--- src/rtl/evt_stamp_pkg.sv ---
package evt_stamp_pkg;
  // byte address on the register port
  typedef enum logic {
    BYTE_LO = 1'b0,
    BYTE_HI = 1'b1
  } byte_sel_e;

  // edge polarity encoding on the edge select input
  typedef enum logic {
    POL_FALL = 1'b0,
    POL_RISE = 1'b1
  } edge_pol_e;
endpackage

--- src/rtl/evt_stamp_sync.sv ---
module evt_stamp_sync #(
  parameter int STAGES = 2
) (
  input  logic clk,
  input  logic rst_n,
  input  logic pin_i,
  input  logic cmp_i,
  input  logic sel_i,
  output logic lvl_o
);
  logic              raw;
  logic [STAGES-1:0] chain;

  assign raw = sel_i ? cmp_i : pin_i;

  generate
    for (genvar g = 0; g < STAGES; g++) begin : g_stage
      if (g == 0) begin : g_first
        always_ff @(posedge clk or negedge rst_n) begin
          if (!rst_n) chain[g] <= 1'b0;
          else        chain[g] <= raw;
        end
      end else begin : g_next
        always_ff @(posedge clk or negedge rst_n) begin
          if (!rst_n) chain[g] <= 1'b0;
          else        chain[g] <= chain[g-1];
        end
      end
    end
  endgenerate

  assign lvl_o = chain[STAGES-1];
endmodule

--- src/rtl/evt_stamp_filter.sv ---
module evt_stamp_filter #(
  parameter int LEN = 4
) (
  input  logic clk,
  input  logic rst_n,
  input  logic en_i,
  input  logic din_i,
  output logic lvl_o
);
  localparam int HIST_W = LEN - 1;

  logic [HIST_W-1:0] hist;
  logic              held;
  logic              agree;

  // current sample plus HIST_W stored samples make LEN agreeing samples
  assign agree = (hist == {HIST_W{din_i}});

  always_ff @(posedge clk or negedge rst_n) begin
    if (!rst_n) begin
      hist <= '0;
      held <= 1'b0;
    end else begin
      if (HIST_W > 1) hist <= {hist[HIST_W-2:0], din_i};
      else            hist <= din_i;
      if (agree) held <= din_i;
    end
  end

  assign lvl_o = en_i ? held : din_i;
endmodule

--- src/rtl/evt_stamp_edge.sv ---
module evt_stamp_edge
  import evt_stamp_pkg::*;
(
  input  logic clk,
  input  logic rst_n,
  input  logic lvl_i,
  input  logic rise_i,
  input  logic block_i,
  output logic evt_o
);
  logic prev;

  always_ff @(posedge clk or negedge rst_n) begin
    if (!rst_n) prev <= 1'b0;
    else        prev <= lvl_i;
  end

  assign evt_o = (lvl_i != prev) && (lvl_i == (rise_i == POL_RISE)) && !block_i;
endmodule

--- src/rtl/evt_stamp_regs.sv ---
module evt_stamp_regs
  import evt_stamp_pkg::*;
#(
  parameter int BUS_W = 8,
  localparam int CNT_W = 2 * BUS_W
) (
  input  logic             clk,
  input  logic             rst_n,
  input  logic [CNT_W-1:0] cnt_i,
  input  logic             cap_evt_i,
  input  logic             top_mode_i,
  input  logic             rd_en_i,
  input  logic             wr_en_i,
  input  logic             hi_sel_i,
  input  logic [BUS_W-1:0] wdata_i,
  input  logic             flag_clr_i,
  input  logic             irq_ack_i,
  output logic [BUS_W-1:0] rdata_o,
  output logic             flag_o,
  output logic [CNT_W-1:0] cap_o,
  output logic [BUS_W-1:0] temp_o
);
  logic [CNT_W-1:0] cap_q;
  logic [BUS_W-1:0] temp_q;
  logic             flag_q;
  logic             wr_lo, wr_hi, rd_lo;

  assign wr_lo = wr_en_i && top_mode_i && (hi_sel_i == BYTE_LO);
  assign wr_hi = wr_en_i && top_mode_i && (hi_sel_i == BYTE_HI);
  assign rd_lo = rd_en_i && (hi_sel_i == BYTE_LO);

  always_ff @(posedge clk or negedge rst_n) begin
    if (!rst_n) begin
      cap_q  <= '0;
      temp_q <= '0;
      flag_q <= 1'b0;
    end else begin
      if (cap_evt_i)  cap_q <= cnt_i;
      else if (wr_lo) cap_q <= {temp_q, wdata_i};

      if (wr_hi)      temp_q <= wdata_i;
      else if (rd_lo) temp_q <= cap_q[CNT_W-1:BUS_W];

      if (cap_evt_i)                     flag_q <= 1'b1;
      else if (flag_clr_i || irq_ack_i)  flag_q <= 1'b0;
    end
  end

  assign rdata_o = (hi_sel_i == BYTE_HI) ? temp_q : cap_q[BUS_W-1:0];
  assign flag_o  = flag_q;
  assign cap_o   = cap_q;
  assign temp_o  = temp_q;
endmodule

--- src/rtl/evt_stamp_unit.sv ---
module evt_stamp_unit #(
  parameter int BUS_W       = 8,
  parameter int SYNC_STAGES = 2,
  parameter int FILT_LEN    = 4,
  localparam int CNT_W      = 2 * BUS_W
) (
  input  logic             clk,
  input  logic             rst_n,
  input  logic [CNT_W-1:0] cnt_i,
  input  logic             pin_evt_i,
  input  logic             cmp_evt_i,
  input  logic             src_sel_i,
  input  logic             filt_en_i,
  input  logic             edge_rise_i,
  input  logic             top_mode_i,
  input  logic             rd_en_i,
  input  logic             wr_en_i,
  input  logic             hi_sel_i,
  input  logic [BUS_W-1:0] wdata_i,
  output logic [BUS_W-1:0] rdata_o,
  input  logic             flag_clr_i,
  input  logic             irq_en_i,
  input  logic             irq_ack_i,
  output logic             flag_o,
  output logic             irq_o
);
  logic             sync_lvl;
  logic             det_lvl;
  logic             cap_evt;
  logic [CNT_W-1:0] cap_q;
  logic [BUS_W-1:0] temp_q;

  evt_stamp_sync #(.STAGES(SYNC_STAGES)) u_sync (
    .clk(clk), .rst_n(rst_n), .pin_i(pin_evt_i), .cmp_i(cmp_evt_i),
    .sel_i(src_sel_i), .lvl_o(sync_lvl)
  );

  evt_stamp_filter #(.LEN(FILT_LEN)) u_filt (
    .clk(clk), .rst_n(rst_n), .en_i(filt_en_i), .din_i(sync_lvl), .lvl_o(det_lvl)
  );

  evt_stamp_edge u_edge (
    .clk(clk), .rst_n(rst_n), .lvl_i(det_lvl), .rise_i(edge_rise_i),
    .block_i(top_mode_i), .evt_o(cap_evt)
  );

  evt_stamp_regs #(.BUS_W(BUS_W)) u_regs (
    .clk(clk), .rst_n(rst_n), .cnt_i(cnt_i), .cap_evt_i(cap_evt),
    .top_mode_i(top_mode_i), .rd_en_i(rd_en_i), .wr_en_i(wr_en_i),
    .hi_sel_i(hi_sel_i), .wdata_i(wdata_i), .flag_clr_i(flag_clr_i),
    .irq_ack_i(irq_ack_i), .rdata_o(rdata_o), .flag_o(flag_o),
    .cap_o(cap_q), .temp_o(temp_q)
  );

  assign irq_o = flag_o && irq_en_i;
endmodule

--- config.mk ---
export PLATFORM = sky130hd
export DESIGN_NAME = evt_stamp_unit
export DESIGN_NICKNAME = d
export VERILOG_FILES = /design/src/rtl/evt_stamp_pkg.sv /design/src/rtl/evt_stamp_sync.sv /design/src/rtl/evt_stamp_filter.sv /design/src/rtl/evt_stamp_edge.sv /design/src/rtl/evt_stamp_regs.sv /design/src/rtl/evt_stamp_unit.sv
export SDC_FILE = /design/constraint.sdc
export NUM_CORES = 1
export LEC_CHECK = 0
export BUFFER_PORTS_ARGS = -buffer_cell sky130_fd_sc_hd__clkbuf_2
export CORE_MARGIN = 2
export CORE_UTILIZATION = 39
export DETAILED_ROUTE_END_ITERATION = 10
export PLACE_DENSITY = 0.78
export SLEW_MARGIN = 20
export SYNTH_ARGS = -nofsm -noshare
export SYNTH_HDL_FRONTEND = slang
export SYNTH_HIERARCHICAL = 1
export SYNTH_SLANG_ARGS = --single-unit
--- constraint.sdc ---
create_clock -name clk -period 2.1 [get_ports clk]
set_input_delay 0.315 -clock clk [delete_from_list [all_inputs] [get_ports clk]]
set_output_delay 0.315 -clock clk [all_outputs]
set_load 0.005 [all_outputs]
# Word level (Yosys, flattened, before mapping)
# Cells that the tools add are included.
# Widths: inputs -> output; s select.
[totals]
reg_bits = 32
latchBits = 0
ramBits = 0
romBits = 0
out_inout_bits = 10
elab_cells = 33
mem_count = 0
[classes]
n_addsub = 0
mul = 0
div_mod_pow = 0
magnitude_cmp = 0
eq_ne = 3
shifts = 0
muxes = 9
n_bitwise = 1
reduce_logical = 12
[ops]
columns = ["operator", "n"]
rows = [
  ["$mux 16", 2],
  ["$mux 8", 3],
  ["$logic_and 1x1->1", 7],
  ["$reduce_bool 2->1", 3],
  ["$mux 1", 4],
  ["$eq 3x3->1", 1],
  ["$eq 1x1->1", 1],
  ["$logic_not 1->1", 1],
  ["$logic_or 1x1->1", 1],
  ["$ne 1x1->1", 1],
  ["$not 1->1", 1],
]

# Longest topological paths before layout
# Gate-level depths: netlist of the first run.
[logic_depth]
word_depth = 5
depth_mapped = 7
mapped_depth_nobuf = 5

# Modules after synthesis
# The synthesis of the first run kept the hierarchy.
[modules_own_cells]
columns = ["mod", "n_inst", "cells_each", "area_each_um2"]
rows = [
  ["evt_stamp_regs", 1, 100, 1243.7],
  ["evt_stamp_filter", 1, 8, 137.6],
  ["evt_stamp_sync", 1, 3, 65.1],
  ["evt_stamp_edge", 1, 4, 46.3],
  ["evt_stamp_unit", 1, 1, 6.3],
]

# Worst setup path before layout of the first run
# Ideal clock, no wire load.
[synth_timing]
kind = "reg-to-reg"
from = "register u_sync.chain[1] (netlist: u_sync/lvl_o)"
to = "register u_regs.cap_q[11] (netlist: u_regs/cap_o[11])"
setup_time_ps = 125
t_arrival_ps = 2075
setup_slack_ps = -100
path_stages_with_launch = 7
n_path_buf = 1
synth_period_minus_slack_ps = 2200
path_cell_list = "dfrtp_1 > mux2_2 > or3b_1 > a21oi_1 > buf_2 > mux2_2 > mux2_2"
[synth_between]
elab_chain_len = 5
elab_cells_between_ends = 7
[synth_rtl]
columns = ["element", "line_no", "source"]
rows = [
  ["start, declared", "evt_stamp_sync.sv:12", "logic [STAGES-1:0] chain;"],
  ["start signal, assigned by index", "evt_stamp_sync.sv:26", "else chain[g] <= chain[g-1];"],
  ["$mux 1 (*)", "evt_stamp_filter.sv:30", "assign lvl_o = en_i ? held : din_i;"],
  ["named net det_lvl", "evt_stamp_unit.sv:28", "logic det_lvl;"],
  ["$ne 1x1->1 / $eq 1x1->1 (equally long branches)", "evt_stamp_edge.sv:18", "assign evt_o = (lvl_i != prev) && (lvl_i == (rise_i == POL_RISE)) && !block_i;"],
  ["$logic_and 1x1->1 (*) (2 in a row)", "evt_stamp_edge.sv:18", ""],
  ["named net cap_evt", "evt_stamp_unit.sv:29", "logic cap_evt;"],
  ["$mux 16 / $reduce_bool 2->1 (equally long branches)", "--", ""],
  ["end signal, assigned", "evt_stamp_regs.sv:38", "if (cap_evt_i) cap_q <= cnt_i;"],
  ["end signal, assigned", "evt_stamp_regs.sv:39", "else if (wr_lo) cap_q <= {temp_q, wdata_i};"],
  ["end, declared", "evt_stamp_regs.sv:23", "logic [CNT_W-1:0] cap_q;"],
]
# The timed path passes the listed nets; every way through them passes the cells marked *.
# A chain may end at the register's enable or synchronous reset.

# Worst setup path in the final report of the first run
# Same ends and word-level chain as after synthesis.

==> key figures, run 1 <==
Critical path
  • R2R Path Start: u_sync/lvl_o
  • CP arrival: 2.23 ns
  • CP Launch Type: register
  • Worst Path Required: between 2 and 2.5 ns
  • Maximum fanout along the worst path: 7
  • Origin of the worst setup path: u_sync/lvl_o
  • Worst Setup End Kind: register
  • Setup CP Type: register to register

Clock tree
  • H-tree depth: 2
  • Clk buf depth: 2
  • Reg clk slew, reported paths: 0.07 ns
  • Num CTS Buffers: 5
  • CTS tree: done
  • Clock latency on the worst-skew pair: 0.28 ns
  • Root buffer cell: clkbuf_8
  • CTS sink cnt: 32

Placement
  • IO Port Bufs: 47
  • Placed cells: 210
  • Routability cong.: 0.794
  • Final HPWL DP: between 2 and 3 mm
  • Post-placement cell area: 1800 sq um

Yosys
  • #FFs+latches synth: 32
  • Syn_area_per_cell: 12.9 sq um
  • Post-synth top cells: dfrtp_1 (32), and2_1 (14), a221o_1 (13), mux2_2 (12), a21o_1 (9)
  • Number of enable flip-flop cells after synthesis: 0
  • Primary FF master, synth: dfrtp_1
  • Most area-consuming cells after synthesis: dfrtp_1 (53%), mux2_2 (9.0%), a221o_1 (8.7%)
  • Synthesized area: 1500 sq um
  • Syn nets: 154
  • Gate Count Post-Synth: 116
  • Count leader, synth: dfrtp_1
  • Unique masters post-synth: 27
  • Synthesis Warnings: 6
  • Yosys top cell area share: 0.534
  • Synth area leader: dfrtp_1
  • Async set-reset flop share out of synthesis: 1.00
  • Sequential share of the synthesized area: 0.534

Floorplanning
  • Std cell rows: 22
  • Die ar.: approximately 4400 sq um
  • IO Count: 48
  • Die W: 66.0 um
  • Core area: 3690 sq um
  • Starting Density: 0.406
  • Die height: 66.0 um

Route
  • DR iter-0 viols: 29
  • Vias/cell: 5.21
  • Drt drc: 0
  • Drt wl/cell: about 16 um
  • DRT antenna net count: 0
  • Post-Route WL: 3.56 mm
  • DR vias: 1,146
  • DR pass1 iterations: 4

Power and ir drop
  • Pwr Density: 974 nW/um^2
  • Clock share of power: 0.260
  • Leakage: just over 1 nW
  • Logic pwr share: 0.259
  • Seq pwr share: 0.480
  • Sw Ratio: 0.278
  • Worst vdd ir: 0.475 mV
  • Sw power: between 0.0005 and 0.0006 W
  • Int Pwr: 0.00135 W

STA
  • Final TNS setup: 0 ns
  • Final Setup Violations: 0
  • Final Hold Vio Count: 0
  • Final Cycle Share: 0.979
  • Skew final: 0.00342 ns
  • Peak Freq: 486 MHz
  • Min Tclk post-route: 2.06 ns
  • Max-slew violations: 0
  • Slew HR: 0.468
  • Slew @ Worst Pin: 0.797 ns

GRT
  • First-pass GRT wire length: 5.82 mm
  • Total track usage: 0.181
  • Vias in the first global route: around 1,200
  • Grt ovf: 0
  • Largest net degree at the start of global routing: 33
  • Initial antenna violation count: 0

Layout
  • Layout Nets: 209
  • Area grow syn2layout: 28.2%
  • Final Non-Filler Cells: 220
  • Final Cell Area: 1920 sq um
  • Fill cells: 342
  • Ant. Diodes: 0
  • Final core occ: 0.521
  • Multi-input gate area: 657 sq um
  • Flip-flop and latch area: about 800 sq um
  • Fraction of layout cells with a size suffix above 1: 0.477

Run status
  • Status: complete, no violations

Run
  • Max Cap Viol: 0

Worst hold path
  • Worst hold path type: input pin to async pin
[metrics by stage]
stage	worst slack [ns]	hold slack [ns]	power [W]
5_1_grt	-0.0141	0.166	0.00198
3_5_place_dp	-0.186	0.375	0.00137
2_1_floorplan	0.00460	0.0194	0.00118
3_3_place_gp	-0.0677	0.334	0.00134
4_1_cts	0.00523	0.126	0.00186
6_report	0.0445	0.101	0.00187
[worst max-delay path, stage by stage (launching register included)]
cell     delay [ns]
dfrtp_1        0.40
mux2_4         0.28
or3b_4         0.37
a21oi_2        0.15
buf_6          0.16
mux2_2         0.33
mux2_2         0.25
[power by group through the flow]
stage	sequential [W]	clock, W	combinational [W]
2_1_floorplan	0.000871	0	0.000308
3_3_place_gp	0.000891	0	0.000444
3_5_place_dp	0.000905	0	0.000469
4_1_cts	0.000899	0.000492	0.000471
5_1_grt	0.000917	0.000533	0.000530
6_report	0.000899	0.000487	0.000485
[path summary, 6_finish.rpt]
kind	end	slack, ns	depth (start not counted)
max in group asynchronous	u_regs/cap_o[8]	1.49	1
min in group clk	u_sync/chain[0]	0.26	2
max reg2reg	u_regs/cap_o[11]	0.04	6
min	u_sync/chain[0]	0.10	1
min reg2reg	u_sync/lvl_o	0.38	0
max	u_regs/cap_o[11]	0.04	6
[registers in the layout, indices dropped and copies added, names as in the netlist]
name and cells:
u_edge/prev 1, u_regs/flag_o 1, u_sync/lvl_o 1, u_filt/held 1
u_sync/chain 1, u_regs/temp_o 8, u_filt/hist 3, u_regs/cap_o 16
[routing by layer]
| metal | routed length [um] | up-vias | GRT usage | share of wire |
|---|---|---|---|---|
| met5 | 0 | - | 0 | 0 |
| met2 | 1800 | 32 | 0.287 | 0.51 |
| li1 | - | 544 | - | - |
| met4 | 45 | 0 | 0.0612 | 0.013 |
| met1 | 1570 | 565 | 0.238 | 0.44 |
| met3 | 147 | 5 | 0.0545 | 0.041 |
[layout by cell type (no fill, tap or decap)]
cell | synthesis | routed
mux2_4 | 1 | 3
a21o_1 | 9 | 9
a21oi_2 | 0 | 1
nor2b_4 | 1 | 1
clkbuf_1 | 1 | 2
nand4_1 | 1 | 1
nand3b_4 | 1 | 1
and3_1 | 1 | 1
nand2_1 | 2 | 2
o41ai_2 | 1 | 1
nand3b_1 | 1 | 1
or3b_4 | 0 | 1
and2_1 | 14 | 14
inv_1 | 2 | 2
nor2_2 | 0 | 1
a221o_1 | 13 | 13
nor2_1 | 2 | 1
mux2_2 | 12 | 10
clkbuf_8 | 0 | 6
o21ai_0 | 1 | 1
nor2b_1 | 1 | 1
a221oi_1 | 1 | 1
clkbuf_2 | 0 | 47
a22o_1 | 8 | 8
buf_4 | 0 | 8
nor3_1 | 1 | 1
buf_6 | 2 | 1
dfrtp_1 | 32 | 32
nor2_4 | 1 | 1
[kinds of logic after synthesis]
kind of cell | Yosys count | share of synthesized area
compound gates | 34 | 0.202
buf+inv | 10 | 0.0384
flops | 32 | 0.534
mux | 13 | 0.100
simple gates | 27 | 0.125
[final cells by class]
class                      instances  share of cell area
tap                               48              0.0313
clock buffer                       8              0.0469
inverter                           2             0.00391
sequential                        32               0.417
multi-input combinational         74               0.342
timing repair buffer              56               0.160
[what timing repair did]
action                     4_1_cts  5_1_grt
setup endpoints to repair       13        2
buffers inserted                 0        2
pin swaps                        0        2
hold buffers                     0        0
gates resized for setup          1        4
Note: power is estimated with default switching activity, not from simulation.
==> inputs of run 2 (changes only) <==
Settings changed: PLACE_DENSITY 0.78 to 0.74.
==> run 2 against run 1 <==
  * Fmax increased by 1.3%
  * First-iteration DRC count rose by 41%
  * Via count is 0.96% lower
  * Critical endpoint is now u_regs/cap_o[7]
  * Largest power group unchanged
==> key figures, run 2 (synthesized netlist as in run 1, its figures left out) <==
Run status
  • Status: complete, no violations

Floorplanning
  • Die height: 66.0 um (unchanged)
  • Die W: 66.0 um (unchanged)
  • Die ar.: 4360 sq um (unchanged)
  • Starting Density: 0.406 (unchanged)
  • Std cell rows: 22 (unchanged)
  • Core area: 3690 sq um (unchanged)
  • IO Count: 48 (unchanged)

Critical path
  • Setup CP Type: register to register
  • Worst Setup End Kind: register
  • WP buf/inv: 1 (unchanged)
  • Maximum fanout along the worst path: 5 (-2)
  • Crit-path cells: mux2_4 -> or3b_4 -> a21oi_2 -> buf_6 -> mux2_4 -> mux2_2
  • R2R cell count: 6 (unchanged)
  • CP arrival: 2.19 ns (-0.04 ns)
  • CP delay by family, top: multiplexers
  • Critical Path Slowest Stage Cell: dfrtp_1
  • Most used cell along the critical path: mux2_4
  • CP Launch Type: register
  • Worst Path Required: 2.26 ns (about the same)
  • Largest stage delay on the critical path: 0.39 ns (about the same)
  • Levels on crit path: 6 (unchanged)
  • Origin of the worst setup path: u_filt/held
  • R2R Path Start: u_filt/held

Placement
  • Post-placement cell area: 1790 sq um (-0.42%)
  • Routability cong.: 0.790 (-0.59%)
  • Final HPWL DP: 2.36 mm (-6.3%)
  • Place WS: -0.145 ns (+0.0416 ns)
  • IO Port Bufs: 47 (unchanged)
  • Placed cells: 209 (-0.48%)

STA
  • RSZ-0062 raised after global routing: false
  • Setup ws final: 0.0717 ns (+0.0272 ns)
  • Slew @ Worst Pin: 0.786 ns (-0.0110 ns)
  • Slew HR: 0.476 (+0.00735)
  • Min Tclk post-route: 2.03 ns (-0.0272 ns)
  • Peak Freq: 493 MHz (+1.3%)
  • Skew final: 0.00551 ns (+0.00209 ns)
  • Final Hold Vio Count: 0 (unchanged)
  • Final Cycle Share: 0.966 (-0.0129)
  • Max-slew violations: 0 (unchanged)
  • Hold Slack: 0.111 ns (+0.0100 ns)
  • Final Setup Violations: 0 (unchanged)

Clock tree
  • Clock latency on the worst-skew pair: 0.28 ns (about the same)
  • Cts-stage hold buffer count: 0 (unchanged)
  • CTS tree: done
  • H-tree depth: 2 (unchanged)
  • Root buffer cell: clkbuf_8
  • Reg clk slew, reported paths: 0.06 ns (about the same)
  • Num CTS Buffers: 5 (unchanged)
  • Clk buf depth: 2 (unchanged)
  • CTS sink cnt: 32 (unchanged)

Layout
  • Final Cell Area: 1920 sq um (about the same)
  • Fill cells: 323 (-5.6%)
  • Commonest non-fill, non-tap cell in the layout: clkbuf_2
  • Fraction of layout cells with a size suffix above 1: 0.491 (+0.0145)
  • Max reg flops: 16 (unchanged)
  • Multi-input gate area: 663 sq um (+0.95%)
  • Flip-flop and latch area: 801 sq um (unchanged)
  • Area grow syn2layout: 28.3% (about the same)
  • Layout Nets: 208 (-0.48%)
  • Final core occ: 0.521 (about the same)
  • Ant. Diodes: 0 (unchanged)
  • Most frequent cells in the layout: clkbuf_2 (47), dfrtp_1 (32), and2_1 (14), a221o_1 (13), mux2_2 (10)
  • Final Non-Filler Cells: 219 (-0.45%)

Route
  • DR vias: 1,135 (-0.96%)
  • Drt wl/cell: 15.3 um (-5.1%)
  • Drt drc: 0 (unchanged)
  • Post-Route WL: 3.36 mm (-5.6%)
  • DR iter-0 viols: 41 (+41%)
  • Vias/cell: 5.18 (-0.51%)
  • DRT antenna net count: 0 (unchanged)
  • DR pass1 iterations: 4 (unchanged)

Power and ir drop
  • Worst vdd ir: 0.438 mV (-7.9%)
  • Leakage: 1.02 nW (+0.21%)
  • Pwr Density: 967 nW/um^2 (-0.71%)

GRT
  • Vias in the first global route: 1,159 (-0.52%)
  • First-pass GRT wire length: 5.51 mm (-5.3%)
  • Largest net degree at the start of global routing: 33 (unchanged)
  • Grt ovf: 0 (unchanged)
  • Initial antenna violation count: 0 (unchanged)
  • Total track usage: 0.165 (-0.0164)

Run
  • Max Cap Viol: 0 (unchanged)

Worst hold path
  • Worst hold path type: input pin to async pin
## run 2: cell count changes in the layout (fill, tap and decap cells not counted), sizes merged
cell,previous run,this run
clkinv,0,2
buf,9,8
clkbuf,55,53
## run 2: per-stage QoR
| step | setup TNS [ns] | power (W) |
|---|---|---|
| floorplan | 0 | 0.00118 |
| finish | 0 | 0.00186 |
| global placement | -0.855 | 0.00133 |
| global route | 0 | 0.00196 |
| CTS | 0 | 0.00185 |
| detailed placement | -1.78 | 0.00136 |
## run 2: repair_timing
item / in CTS / in global routing
cloned: 0 / 0
setup endpoints to repair: 14 / 9
pin swaps: 0 / 2
resized for setup: 2 / 4
setup buffers: 1 / 1
## run 2: routing by layer
layer	part of all wire	track usage
met1	0.44	0.213
met2	0.49	0.277
met3	0.063	0.0392
met4	0.0051	0.0459
met5	0	0
## run 2: power breakdown
group / internal [W] / total, W / switching (W)
clock network: 0.000261 / 0.000483 / 0.000221
logic: 0.000295 / 0.000478 / 0.000183
registers: 0.000789 / 0.000899 / 0.000110
total: 0.00135 / 0.00186 / 0.000515
## run 2: worst paths after layout
path / slack, ns / endpoint
setup / recovery: 0.07 / u_regs/cap_o[7]
hold / removal: 0.11 / u_regs/temp_o[3]
min in group clk: 0.27 / u_sync/chain[0]
setup reg to reg: 0.07 / u_regs/cap_o[7]
hold reg to reg: 0.36 / u_sync/lvl_o
max in group asynchronous: 1.49 / u_filt/hist[0]
## run 2: worst register-to-register path, cell delays in order, from the launching register on
cell and delay, ns:
dfrtp_1 0.39, mux2_4 0.27, or3b_4 0.37, a21oi_2 0.16, buf_6 0.14, mux2_4 0.31, mux2_2 0.27
## run 2: cell type report
| class | instances | area share |
|---|---|---|
| Timing Repair Buffer | 55 | 0.155 |
| Sequential cell | 32 | 0.416 |
| Clock inverter | 2 | 0.00520 |
| Clock buffer | 6 | 0.0429 |
| Inverter | 2 | 0.00390 |
| Tap cell | 48 | 0.0312 |
| Multi-Input combinational cell | 74 | 0.345 |
==> inputs of run 3 (changes only) <==
Settings changed: GPL_TIMING_DRIVEN set to 0.
==> run 3 against run 2 <==
  * The flow now finishes with violations (negative setup slack)
  * Routed wire length up 7.1%
  * Combinational power up 7.5%
  * Via count rose by 4.5%
  * Critical path type unchanged
  * Critical endpoint unchanged
==> key figures, run 3 (synthesized netlist as in run 1, its figures left out) <==
Power and ir drop
  • Worst vdd ir: 0.477 mV (+9.1%)
  • Final Power: 0.00205 W (+10%)
  • Pwr Density: 1010 nW/um^2 (+4.6%)
  • Leakage: 1.08 nW (+5.3%)

GRT
  • Largest net degree at the start of global routing: 33 (unchanged)
  • Total track usage: 0.183 (+0.0178)
  • First-pass GRT wire length: 5.89 mm (+7.0%)
  • Vias in the first global route: 1,220 (+5.3%)
  • Initial antenna violation count: 0 (unchanged)
  • Grt ovf: 0 (unchanged)

Route
  • Met2 WL: 1.88 mm (+14%)
  • DR vias: 1,186 (+4.5%)
  • DR pass1 iterations: 4 (unchanged)
  • Vias/cell: 5.27 (+1.7%)
  • Drt wl/cell: 16.0 um (+4.3%)
  • Top Metal Used: met4
  • Met3 Wirelength: 187 um (-12%)
  • Drt drc: 0 (unchanged)
  • M1 WL: 1.50 mm (+1.4%)
  • Post-Route WL: 3.60 mm (+7.1%)
  • DRT antenna net count: 0 (unchanged)
  • DR iter-0 viols: 21 (-49%)

STA
  • Final Setup Violations: 1 (+1)
  • Peak Freq: 473 MHz (-4.1%)
  • RSZ-0062 raised after global routing: true
  • Max-slew violations: 0 (unchanged)
  • Skew final: 0.00496 ns (-0.000554 ns)
  • Setup ws final: -0.0146 ns (-0.0863 ns)
  • Min Tclk post-route: 2.11 ns (+0.0863 ns)
  • Final Hold Vio Count: 0 (unchanged)
  • Slew @ Worst Pin: 0.813 ns (+0.0272 ns)
  • Slew HR: 0.458 (-0.0181)
  • Final Cycle Share: 1.01 (+0.0411)

Floorplanning
  • Die W: 66.0 um (unchanged)
  • Die ar.: 4360 sq um (unchanged)
  • Core area: 3690 sq um (unchanged)
  • Die height: 66.0 um (unchanged)
  • IO Count: 48 (unchanged)
  • Starting Density: 0.406 (unchanged)
  • Std cell rows: 22 (unchanged)

Clock tree
  • CTS sink cnt: 32 (unchanged)
  • Reg clk slew, reported paths: 0.07 ns (about the same)
  • H-tree depth: 2 (unchanged)
  • Root buffer cell: clkbuf_8
  • CTS tree: done
  • Clock latency on the worst-skew pair: 0.28 ns (about the same)
  • Num CTS Buffers: 5 (unchanged)
  • Cts-stage hold buffer count: 0 (unchanged)
  • Clk buf depth: 2 (unchanged)

Critical path
  • WP buf/inv: 1 (unchanged)
  • CP endpoint: u_regs/cap_o[7]
  • Worst Path Required: 2.26 ns (about the same)
  • Origin of the worst setup path: u_filt/held
  • Most used cell along the critical path: mux2_4
  • Crit-path cells: mux2_4 -> or3b_4 -> a21oi_4 -> buf_6 -> mux2_4 -> mux2_2
  • R2r endpoint: u_regs/cap_o[7]
  • CP Launch Type: register
  • R2R cell count: 6 (unchanged)
  • Maximum fanout along the worst path: 8 (+3)
  • Largest stage delay on the critical path: 0.41 ns (+0.02 ns)
  • Levels on crit path: 6 (unchanged)
  • Setup CP Type: register to register
  • CP delay by family, top: multiplexers
  • Worst R2R Setup Slack: -0.01 ns (-0.09 ns)
  • Worst Setup End Kind: register
  • R2R Path Start: u_filt/held
  • Critical Path Slowest Stage Cell: or3b_4
  • CP arrival: 2.28 ns (+0.09 ns)

Layout
  • Area grow syn2layout: 35.1%
  • Fill cells: 333 (+3.1%)
  • Most frequent cells in the layout: clkbuf_2 (47), dfrtp_1 (32), and2_1 (14), a221o_1 (13)
  • Ant. Diodes: 0 (unchanged)
  • Fraction of layout cells with a size suffix above 1: 0.492 (about the same)
  • Max reg flops: 16 (unchanged)
  • Commonest non-fill, non-tap cell in the layout: clkbuf_2
  • Layout Nets: 214 (+2.9%)

Placement
  • Final HPWL DP: 2.50 mm (+5.8%)
  • Routability cong.: 0.766 (-3.0%)
  • IO Port Bufs: 47 (unchanged)
  • Place WS: -0.295 ns (-0.150 ns)

Worst hold path
  • Worst hold path type: input pin to async pin

Run status
  • Failing checks: negative setup slack
  • Status: complete, but fails checks

Run
  • Max Cap Viol: 0 (unchanged)
-- run 3: changes by cell type in the layout (fill, tap and decap cells not counted), sizes merged --
| cell | delta |
|---|---|
| buf | +4 |
| bufinv | +1 |
| clkbuf | +3 |
| clkinv | -2 |
-- run 3: power by group --
| part | switching, W | internal, W |
|---|---|---|
| logic | 0.000195 | 0.000318 |
| clock network | 0.000221 | 0.000418 |
| registers | 0.000108 | 0.000789 |
-- run 3: worst min-delay path by stage --
| stage | from | end | slack [ns] | cells past startpoint |
|---|---|---|---|---|
| global route | rst_n | u_regs/cap_o[13] | 0.17 | 1 |
| global placement | u_sync/chain[0] | u_sync/lvl_o | 0.34 | 0 |
| floorplan | rst_n | u_edge/prev | 0.02 | 0 |
| finish | rst_n | u_regs/cap_o[12] | 0.12 | 1 |
| detailed placement | u_sync/chain[0] | u_sync/lvl_o | 0.34 | 0 |
| CTS | rst_n | u_regs/cap_o[12] | 0.13 | 1 |
-- run 3: worst register-to-register path, delay by kind of cell, from the launching register on --
kind                   cells  cell delay, ns
AO/OA/AOI/OAI              1            0.18
flip-flops                 1            0.40
multiplexers               3            0.85
AND/OR/NAND/NOR            1            0.41
buffers and inverters      1            0.16
-- run 3: per-layer routing --
| layer | track usage | up-vias |
|---|---|---|
| li1 | - | 552 |
| met1 | 0.214 | 592 |
| met2 | 0.336 | 39 |
| met3 | 0.0358 | 3 |
| met4 | 0.0536 | 0 |
| met5 | 0 | - |
-- run 3: repair_timing --
action,in CTS,in global routing
resized for setup,6,5
setup buffers,4,2
pin swaps,5,4
gates cloned,0,1
endpoints found under the setup margin,14,14
endpoints found under the hold margin,0,0
-- run 3: final cells by class --
class | instances | area, sq um | area share
Clock inverter | 1 | 30.0 | 0.0148
Buffer | 7 | 56.3 | 0.0278
Tap cell | 48 | 60.1 | 0.0296
Clock buffer | 7 | 96.3 | 0.0476
Multi-Input combinational cell | 74 | 666 | 0.329
Sequential cell | 32 | 801 | 0.395
Inverter | 2 | 7.51 | 0.00371
Timing Repair Buffer | 54 | 309 | 0.153
-- run 3: metrics by stage --
stage / std cells / util / setup TNS (ns) / hold slack (ns) / cell area [sq um]
floorplan: 116 / - / 0 / 0.0194 / 1510
global placement: 211 / 0.488 / -2.20 / 0.336 / 1800
detailed placement: 211 / 0.488 / -3.07 / 0.344 / 1800
CTS: 223 / 0.536 / -0.0802 / 0.133 / 1980
global route: 225 / 0.549 / -0.309 / 0.174 / 2030
finish: 225 / 0.549 / -0.0146 / 0.117 / 2030
